$ cat config.mk
export PLATFORM = sky130hd
export DESIGN_NAME = rv32_int_alu
export DESIGN_NICKNAME = d
export VERILOG_FILES = /design/src/rtl/rv32_alu_pkg.sv /design/src/rtl/rv32_alu_decode.sv /design/src/rtl/rv32_alu_shift.sv /design/src/rtl/rv32_alu_core.sv /design/src/rtl/rv32_int_alu.sv
export SDC_FILE = /design/constraint.sdc
export NUM_CORES = 1
export LEC_CHECK = 0
export CORE_UTILIZATION = 56
export DETAILED_ROUTE_END_ITERATION = 6
export PLACE_DENSITY_LB_ADDON = 0.08
export SLEW_MARGIN = 20
export SYNTH_ARGS = -nofsm -noshare
export SYNTH_HDL_FRONTEND = slang
export SYNTH_SLANG_ARGS = --single-unit
$ cat constraint.sdc
create_clock -name vclk -period 10.15
set_clock_uncertainty 0.05 [all_clocks]
set_input_delay 2.03 -clock vclk [all_inputs]
set_output_delay 2.03 -clock vclk [all_outputs]
set_load 0.05 [all_outputs]
$ cat src/rtl/rv32_alu_pkg.sv
package rv32_alu_pkg;

  localparam logic [6:0] OPC_REG   = 7'b0110011;
  localparam logic [6:0] OPC_IMM   = 7'b0010011;
  localparam logic [6:0] OPC_LUI   = 7'b0110111;
  localparam logic [6:0] OPC_AUIPC = 7'b0010111;

  localparam logic [6:0] F7_BASE = 7'b0000000;
  localparam logic [6:0] F7_ALT  = 7'b0100000;

  typedef enum logic [3:0] {
    ALU_ADD,
    ALU_SUB,
    ALU_SLL,
    ALU_SLT,
    ALU_SLTU,
    ALU_XOR,
    ALU_SRL,
    ALU_SRA,
    ALU_OR,
    ALU_AND,
    ALU_LUI,
    ALU_AUIPC,
    ALU_NONE
  } alu_op_e;

  // Base mapping of funct3 onto the operation, before funct7 qualification.
  function automatic alu_op_e f3_base_op(input logic [2:0] f3);
    case (f3)
      3'b000:  return ALU_ADD;
      3'b001:  return ALU_SLL;
      3'b010:  return ALU_SLT;
      3'b011:  return ALU_SLTU;
      3'b100:  return ALU_XOR;
      3'b101:  return ALU_SRL;
      3'b110:  return ALU_OR;
      default: return ALU_AND;
    endcase
  endfunction

endpackage

$ cat src/rtl/rv32_alu_decode.sv
module rv32_alu_decode
  import rv32_alu_pkg::*;
(
  input  logic [6:0] opcode_i,
  input  logic [2:0] funct3_i,
  input  logic [6:0] funct7_i,
  output alu_op_e    op_o,
  output logic       illegal_o
);

  alu_op_e op_d;

  always_comb begin
    op_d = ALU_NONE;
    case (opcode_i)
      OPC_REG: begin
        if (funct7_i == F7_BASE) begin
          op_d = f3_base_op(funct3_i);
        end else if (funct7_i == F7_ALT) begin
          if (funct3_i == 3'b000)      op_d = ALU_SUB;
          else if (funct3_i == 3'b101) op_d = ALU_SRA;
        end
      end
      OPC_IMM: begin
        case (funct3_i)
          3'b001: if (funct7_i == F7_BASE) op_d = ALU_SLL;
          3'b101: begin
            if (funct7_i == F7_BASE)     op_d = ALU_SRL;
            else if (funct7_i == F7_ALT) op_d = ALU_SRA;
          end
          // funct7 holds immediate bits here; never selects subtract
          default: op_d = f3_base_op(funct3_i);
        endcase
      end
      OPC_LUI:   op_d = ALU_LUI;
      OPC_AUIPC: op_d = ALU_AUIPC;
      default:   op_d = ALU_NONE;
    endcase
  end

  assign op_o      = op_d;
  assign illegal_o = (op_d == ALU_NONE);

endmodule

$ cat src/rtl/rv32_alu_shift.sv
module rv32_alu_shift
  import rv32_alu_pkg::*;
#(
  parameter int XLEN          = 32,
  parameter bit SHARE_SHIFTER = 1'b1,
  localparam int SHW          = $clog2(XLEN)
) (
  input  alu_op_e           op_i,
  input  logic [XLEN-1:0]   data_i,
  input  logic [SHW-1:0]    amt_i,
  output logic [XLEN-1:0]   sll_o,
  output logic [XLEN-1:0]   srl_o,
  output logic [XLEN-1:0]   sra_o
);

  generate
    if (SHARE_SHIFTER) begin : g_shared
      logic [XLEN-1:0] rev_in;
      logic [XLEN-1:0] src;
      logic [XLEN-1:0] shr;
      logic [XLEN-1:0] rev_out;
      logic            fill;

      always_comb begin
        for (int i = 0; i < XLEN; i++) rev_in[i] = data_i[XLEN-1-i];
      end

      assign src  = (op_i == ALU_SLL) ? rev_in : data_i;
      assign fill = (op_i == ALU_SRA) & data_i[XLEN-1];
      assign shr  = (src >> amt_i) | (fill ? ~({XLEN{1'b1}} >> amt_i) : '0);

      always_comb begin
        for (int i = 0; i < XLEN; i++) rev_out[i] = shr[XLEN-1-i];
      end

      assign sll_o = rev_out;
      assign srl_o = shr;
      assign sra_o = shr;
    end else begin : g_split
      logic unused_op;
      assign unused_op = ^op_i;
      assign sll_o = data_i << amt_i;
      assign srl_o = data_i >> amt_i;
      assign sra_o = $unsigned($signed(data_i) >>> amt_i);
    end
  endgenerate

endmodule

$ cat src/rtl/rv32_alu_core.sv
module rv32_alu_core
  import rv32_alu_pkg::*;
#(
  parameter int XLEN          = 32,
  parameter bit SHARE_SHIFTER = 1'b1,
  localparam int SHW          = $clog2(XLEN)
) (
  input  alu_op_e         op_i,
  input  logic [XLEN-1:0] a_i,
  input  logic [XLEN-1:0] b_i,
  input  logic [XLEN-1:0] pc_i,
  input  logic [XLEN-1:0] upper_i,
  output logic [XLEN-1:0] result_o
);

  logic            do_sub;
  logic [XLEN-1:0] b_eff;
  logic [XLEN-1:0] sum;
  logic            lt_u;
  logic            lt_s;
  logic [XLEN-1:0] sll_r;
  logic [XLEN-1:0] srl_r;
  logic [XLEN-1:0] sra_r;

  assign do_sub = (op_i == ALU_SUB);
  assign b_eff  = do_sub ? ~b_i : b_i;
  assign sum    = a_i + b_eff + {{(XLEN-1){1'b0}}, do_sub};

  assign lt_u = (a_i < b_i);
  assign lt_s = (a_i[XLEN-1] != b_i[XLEN-1]) ? a_i[XLEN-1] : lt_u;

  rv32_alu_shift #(
    .XLEN          (XLEN),
    .SHARE_SHIFTER (SHARE_SHIFTER)
  ) shift_i (
    .op_i   (op_i),
    .data_i (a_i),
    .amt_i  (b_i[SHW-1:0]),
    .sll_o  (sll_r),
    .srl_o  (srl_r),
    .sra_o  (sra_r)
  );

  always_comb begin
    case (op_i)
      ALU_ADD, ALU_SUB: result_o = sum;
      ALU_SLL:          result_o = sll_r;
      ALU_SLT:          result_o = {{(XLEN-1){1'b0}}, lt_s};
      ALU_SLTU:         result_o = {{(XLEN-1){1'b0}}, lt_u};
      ALU_XOR:          result_o = a_i ^ b_i;
      ALU_SRL:          result_o = srl_r;
      ALU_SRA:          result_o = sra_r;
      ALU_OR:           result_o = a_i | b_i;
      ALU_AND:          result_o = a_i & b_i;
      ALU_LUI:          result_o = upper_i;
      ALU_AUIPC:        result_o = pc_i + upper_i;
      default:          result_o = '0;
    endcase
  end

endmodule

$ cat src/rtl/rv32_int_alu.sv
module rv32_int_alu
  import rv32_alu_pkg::*;
#(
  parameter int XLEN          = 32,
  parameter bit SHARE_SHIFTER = 1'b1
) (
  input  logic [6:0]      opcode_i,
  input  logic [2:0]      funct3_i,
  input  logic [6:0]      funct7_i,
  input  logic [19:0]     upper_imm_i,
  input  logic [XLEN-1:0] pc_i,
  input  logic [XLEN-1:0] opnd_a_i,
  input  logic [XLEN-1:0] opnd_b_i,
  output logic [XLEN-1:0] result_o,
  output logic            illegal_o
);

  localparam int LOW_W = XLEN - 20;

  alu_op_e         op;
  logic [XLEN-1:0] upper_word;

  assign upper_word = {upper_imm_i, {LOW_W{1'b0}}};

  rv32_alu_decode decode_i (
    .opcode_i  (opcode_i),
    .funct3_i  (funct3_i),
    .funct7_i  (funct7_i),
    .op_o      (op),
    .illegal_o (illegal_o)
  );

  rv32_alu_core #(
    .XLEN          (XLEN),
    .SHARE_SHIFTER (SHARE_SHIFTER)
  ) core_i (
    .op_i     (op),
    .a_i      (opnd_a_i),
    .b_i      (opnd_b_i),
    .pc_i     (pc_i),
    .upper_i  (upper_word),
    .result_o (result_o)
  );

endmodule

* Word-level counts from Yosys, hierarchy flattened
Cells that the tools add are included. Widths: inputs -> output; s select.
Operators by class: add/subtract/negate cells 3, magnitude comparators 1, equal/unequal tests 24, shift operators 2, muxes and demuxes 16, bitwise logic cells 7, reduce and logical (&&, ||, !) cells 5
Operators by type and width (number):
- $pmux 32 s10 | 1
- $mux 32 | 3
- $add 32x32->32 | 2
- $not 32->32 | 2
- $or 32x32->32 | 2
- $add 32x1->32 | 1
- $and 32x32->32 | 1
- $lt 32x32->1 | 1
- $shr 32x5->32 | 1
- $shr 32x5->32 const A | 1
- $xor 32x32->32 | 1
- $mux 4 | 7
- $pmux 4 s7 | 1
- $eq 7x6->1 const B | 3
- $eq 4x4->1 const B | 5
- $pmux 4 s5 | 1
- $eq 4x3->1 const B | 4
- $pmux 4 s4 | 1
- $eq 7x5->1 const B | 2
- $eq 3x3->1 const B | 3
- $eq 4x2->1 const B | 2
- $pmux 4 s2 | 1
- $logic_not 7->1 | 1
- $eq 3x2->1 const B | 2
- 8 further kinds | 9
Storage, ports and cells: register bits after elaboration 0, input port bits 133, output and inout bits 33, logic and storage cells 58

* Longest topological paths before layout
word-level depth 11, gate-level depth with buffers 22, mapped depth without buffers 19

* Cells and area by module
A second synthesis with hierarchy kept.
Second synthesis, totals: cell total of the unflattened synthesis 1420, area, all modules 10338.7 um^2
Modules (own cells, without submodules):
- rv32_alu_core | instances 1, cells each 981, area each 6974.2 um^2, seq. area each 0.0 um^2
- rv32_alu_shift | instances 1, cells each 391, area each 3051.7 um^2, seq. area each 0.0 um^2
- rv32_alu_decode | instances 1, cells each 47, area each 309.0 um^2, seq. area each 0.0 um^2
- rv32_int_alu | instances 1, cells each 1, area each 3.8 um^2, seq. area each 0.0 um^2

* Worst setup path after synthesis
OpenSTA, ideal clock, no wires.
kind input port to output port, start point input funct7_i[1], end point output result_o[28], arrival time 7358 ps, data required time 8070 ps, setup slack 712 ps, stages 20, path buffers 2, cells stage by stage nor4_1 > nand2_1 > or4_1 > a221o_1 > or2_2 > clkbuf_1 > buf_1 > xnor2_1 > ha_1 > a21o_1 > a211oi_1 > nor2b_1 > o21ba_2 > a41oi_1 > nor2b_1 > o41a_1 > a21o_1 > a22oi_1 > nand2_1 > o21ai_1
On the way: cells in the longest elaborated chain, start to end 10, elaborated cells on any way between the ends 32, those cells by class add/sub (2); eq/ne (12); shift (1); mux (11); bitwise (2); reduce/logical (4)
Ends and longest elaborated chain:
- start: declaration | RTL line rv32_int_alu.sv:9 | input logic [6:0] funct7_i,
- $eq 7x6->1 | RTL line rv32_alu_decode.sv:19, rv32_alu_decode.sv:29
- $mux 4 | RTL line rv32_alu_decode.sv:29 | else if (funct7_i == F7_ALT) op_d = ALU_SRA;
- $mux 4 | RTL line rv32_alu_decode.sv:28 | if (funct7_i == F7_BASE) op_d = ALU_SRL;
- $pmux 4 s2 | RTL line rv32_alu_decode.sv:25 | case (funct3_i)
- $pmux 4 s4 (*) | RTL line rv32_alu_decode.sv:15 | case (opcode_i)
- $eq 4x1->1, or another cell as far along | RTL line rv32_alu_core.sv:25, rv32_alu_core.sv:45
- $mux 32, or another cell as far along | RTL line rv32_alu_core.sv:26 | assign b_eff = do_sub ? ~b_i : b_i;
- $add 32x32->32, or another cell as far along | RTL line rv32_alu_core.sv:27 | assign sum = a_i + b_eff + {{(XLEN-1){1'b0}}, do_sub};
- $add 32x1->32 or $or 32x32->32 (tied branches) | RTL line rv32_alu_core.sv:27, rv32_alu_shift.sv:30
- $pmux 32 s10 (*) | RTL line rv32_alu_core.sv:45 | case (op_i)
- end: declaration | RTL line rv32_int_alu.sv:14 | output logic [XLEN-1:0] result_o,
Every way passes the cells marked *; elsewhere a longest branch is shown, timed or not.

* Worst setup path after layout
start point input opcode_i[4], end point output result_o[30]
On the way: cells in the longest elaborated chain, start to end 7, elaborated cells on any way between the ends 28, those cells by class add/sub (2); eq/ne (15); shift (1); mux (5); bitwise (2); reduce/logical (3)
Ends and longest elaborated chain:
- start: declaration | RTL line rv32_int_alu.sv:7 | input logic [6:0] opcode_i,
- $eq 7x5->1, or another cell as far along | RTL line rv32_alu_decode.sv:15
- $pmux 4 s4 (*) | RTL line rv32_alu_decode.sv:15
- $eq 4x1->1, or another cell as far along | RTL line rv32_alu_core.sv:25, rv32_alu_core.sv:45
- $mux 32, or another cell as far along | RTL line rv32_alu_core.sv:26
- $add 32x32->32, or another cell as far along | RTL line rv32_alu_core.sv:27
- $add 32x1->32 or $or 32x32->32 (tied branches) | RTL line rv32_alu_core.sv:27, rv32_alu_shift.sv:30
- $pmux 32 s10 (*) | RTL line rv32_alu_core.sv:45
Marks and branches as above.

==> results by stage <==
Detailed routing:
- In this run, the number of DRC markers left after iteration 0 of detailed routing was ~1300.
- The detailed-routing iteration count for the pre-antenna-repair pass is 7.
- After detailed routing, the number of vias per cell comes to around 7.1.
- The total length of routed wires is 39430 um.
- After detailed routing, the number of remaining DRC violations is 0.
- The number of nets with antenna violations after routing is 0.
- Across all layers, the routed design uses 11270 vias.
- In the final routed layout, each cell accounts on average for between 20 and 25 um.

STA:
- The setup violation total in the final timing report is 0.
- The final number of max-transition violations is 0.
- The fmax is 0.1013 GHz.
- The accumulated negative setup slack is 0 ps.
- The total count of hold-check failures in the final report is 0.
- Setup repair after global routing left no endpoint under its margin.
- For the pin with the worst max-slew slack, the measured transition is roughly 1400 ps.
- The time the final worst path needs with I/O delays and setup is between 9000 and 10000 ps.
- The worst slew slack as a fraction of its limit is about 6.6%.
- Dividing the final minimum period by the clock period gives roughly 97%.
- The tightest hold margin is roughly 5000 ps.

Worst setup path:
- Of all nets on the critical path, the largest fanout is 12.
- The most critical setup path has its startpoint at opcode_i[4].
- STA classifies the critical path endpoint as a primary output.
- At the worst endpoint, the required time is slightly above 8000 ps.
- The nature of the critical path startpoint is a primary input.
- The critical path goes through clkdlybuf4s50_1 -> nor4bb_2 -> nand3_1 -> or4_1 -> a221o_1 -> or2_4 -> buf_4 -> xnor2_1 -> ha_1 -> a21o_1 -> a211oi_1 -> nor2b_1 -> o21ba_2 -> a41oi_1 -> nor2b_1 -> o41a_1 -> a21o_1 -> a22oi_1 -> mux2i_1 -> nand3_1 -> buf_4.
- For the worst setup path, the data arrival time is about 7800 ps.
- For this design, the slowest cell found on the critical path is or4_1.
- The path type of the worst setup path is in -> out.
- The largest stage delay on the critical path is 520 ps.
- The critical path endpoint is result_o[30].

Status:
- The run finished with clean final reports.

Die:
- The core outline area is approximately 0.016 mm2.
- The die covers around 0.017 mm2.
- For this configuration, the core starts out at a cell density of around 57%.
- The die boundary height is 129.4 um.
- The horizontal extent of the die is around 130 um.
- The top-level I/O count is approximately 170.
- The cell row count is 46.

Place:
- Routability-driven placement finished with a final weighted congestion of around 1.1.
- During placement, the flow inserted port buffers numbering 166.
- Summed over all nets, the half-perimeter wirelength after detailed placement is 30920 um.

Final layout:
- In the finished design the tool counted flip-flops and latches totalling 0.
- The final-stage net count is approximately 1700.
- From synthesis to final layout, the design area changed by 22.81%.
- The number of clock-tree buffers in the layout is 0.
- The share of final-layout standard cells stronger than drive strength 1 is under 10%.
- Across the whole layout, storage elements account for 0 um2.

Synthesis:
- The mean cell area of the mapped netlist is approximately 7.3 um2.
- The gate count after technology mapping is approximately 1200.
- By area the synthesized netlist is led by ha_1 21%, mux4_2 9.4%, xnor2_1 5.5%.
- The number of nets in the synthesized netlist is between 1500 and 2000.
- The most area-hungry cell type in the Yosys netlist is ha_1.
- Yosys printed 0 warnings.
- The area of the mapped netlist is between 0.009 and 0.01 mm2.
- The number of distinct standard cells referenced by the synthesized netlist is 81.
- The top cell type by area accounts for a little over a fifth of the synthesized area.
- The sequential cell area fraction in the yosys report is 0%.

GRT:
- The first global-routing pass estimated just under 60000 um of wire.
- The number of global-route vias before repair is around 10000.
- The number of antenna violations at the first check in global routing is 5.
- Entering global routing, the biggest net connects 39 pins.
- Summed over all layers, the global routing overflow is 0.
- For this run, the total global-route usage over all layers was measured as 46.86%.

Clock network:
- Buffers inserted to repair hold after CTS numbered 0.
- After clock tree synthesis, the setup repair step added 0 buffers.

Run:
- The tool flagged a number of max-cap violations equal to 0.

Min path:
- The worst hold-check path type is in -> out.
worst min path at each step:
stage / from / end / slack [ps] / cells after the start
detailed placement: pc_i[10] / result_o[10] / 4960 / 4
floorplan: pc_i[4] / result_o[4] / 4430 / 2
global route: pc_i[10] / result_o[10] / 4990 / 4
CTS: pc_i[10] / result_o[10] / 4970 / 4
finish: pc_i[10] / result_o[10] / 5000 / 4
global placement: pc_i[10] / result_o[10] / 4950 / 4
synthesized netlist by cell type, drive strengths merged, types with 6 or more instances:
cell	number
a221oi	20
a22o	7
a22oi	22
nand2b	14
o21ai	91
mux2i	36
a211oi	26
o22ai	10
a21oi	94
nand3	34
buf	9
a31oi	7
nor2	87
ha	152
a211o	10
a221o	9
and2	6
mux2	8
inv	87
nand4	12
xnor2	57
o211ai	12
o21bai	19
nor2b	8
nor4	6
nand2	125
and3	8
o221ai	9
a21o	29
mux4	39
nor3	17
xor2	16
clkbuf	61
cell type report:
| class | count | area [um2] |
|---|---|---|
| antenna | 2 | 5.005 |
| fill | 1372 | 4731 |
| inverter | 87 | 326.6 |
| tap | 216 | 270.3 |
| multi-input combinational | 1084 | 8508 |
| timing repair buffer | 203 | 2044 |
cells in the final DEF (no fill, tap or decap), types with 20 or more instances in the layout:
cell and n:
nand3_1 33, clkdlybuf4s50_1 143, inv_1 86, buf_4 47
ha_1 152, mux2i_1 36, a21oi_1 93, a21o_1 29
nand2_1 125, o21ai_0 89, nor2_1 85, a211oi_1 24
mux4_2 38, a221oi_1 20, xnor2_1 57, a22oi_1 22
stage by stage:
stage               utilization (%)  setup slack (ps)  std cells  area, um2
floorplan                         -             712.3       1241       9082
global route                  70.19             94.37       1590      11150
finish                        70.22             277.3       1592      11150
global placement              70.10             380.2       1590      11140
CTS                           70.10             256.0       1590      11140
detailed placement            70.10             289.2       1590      11140
critical path, delay by kind of cell:
family,cells,cell delay (ps)
simple gates,7,1930
fa+ha+maj,1,330
mux,1,240
buf+inv,3,960
compound gates,8,2060
xor+xnor,1,230
repair_timing:
action	4_1_cts	5_1_grt
endpoints found under the setup margin	0	6
resized for setup	0	3
hold endpoints to repair	0	0
logic make-up after synthesis:
| logic type | share of synthesized area (%) |
|---|---|
| fa+ha+maj | 21.49 |
| mux | 14.67 |
| buf+inv | 6.530 |
| compound gates | 32.03 |
| xor+xnor | 7.040 |
| simple gates | 18.24 |
layer usage:
metal  share of wire [%]  wire length [um]  track usage (%)  vias up
li1                    -                 -                -     4950
met1                  37             14600            57.91     5197
met2                  41             16130            69.32      846
met3                  14              5561            15.90      269
met4                 7.8              3094            30.38        6
met5                0.11                44                0        -
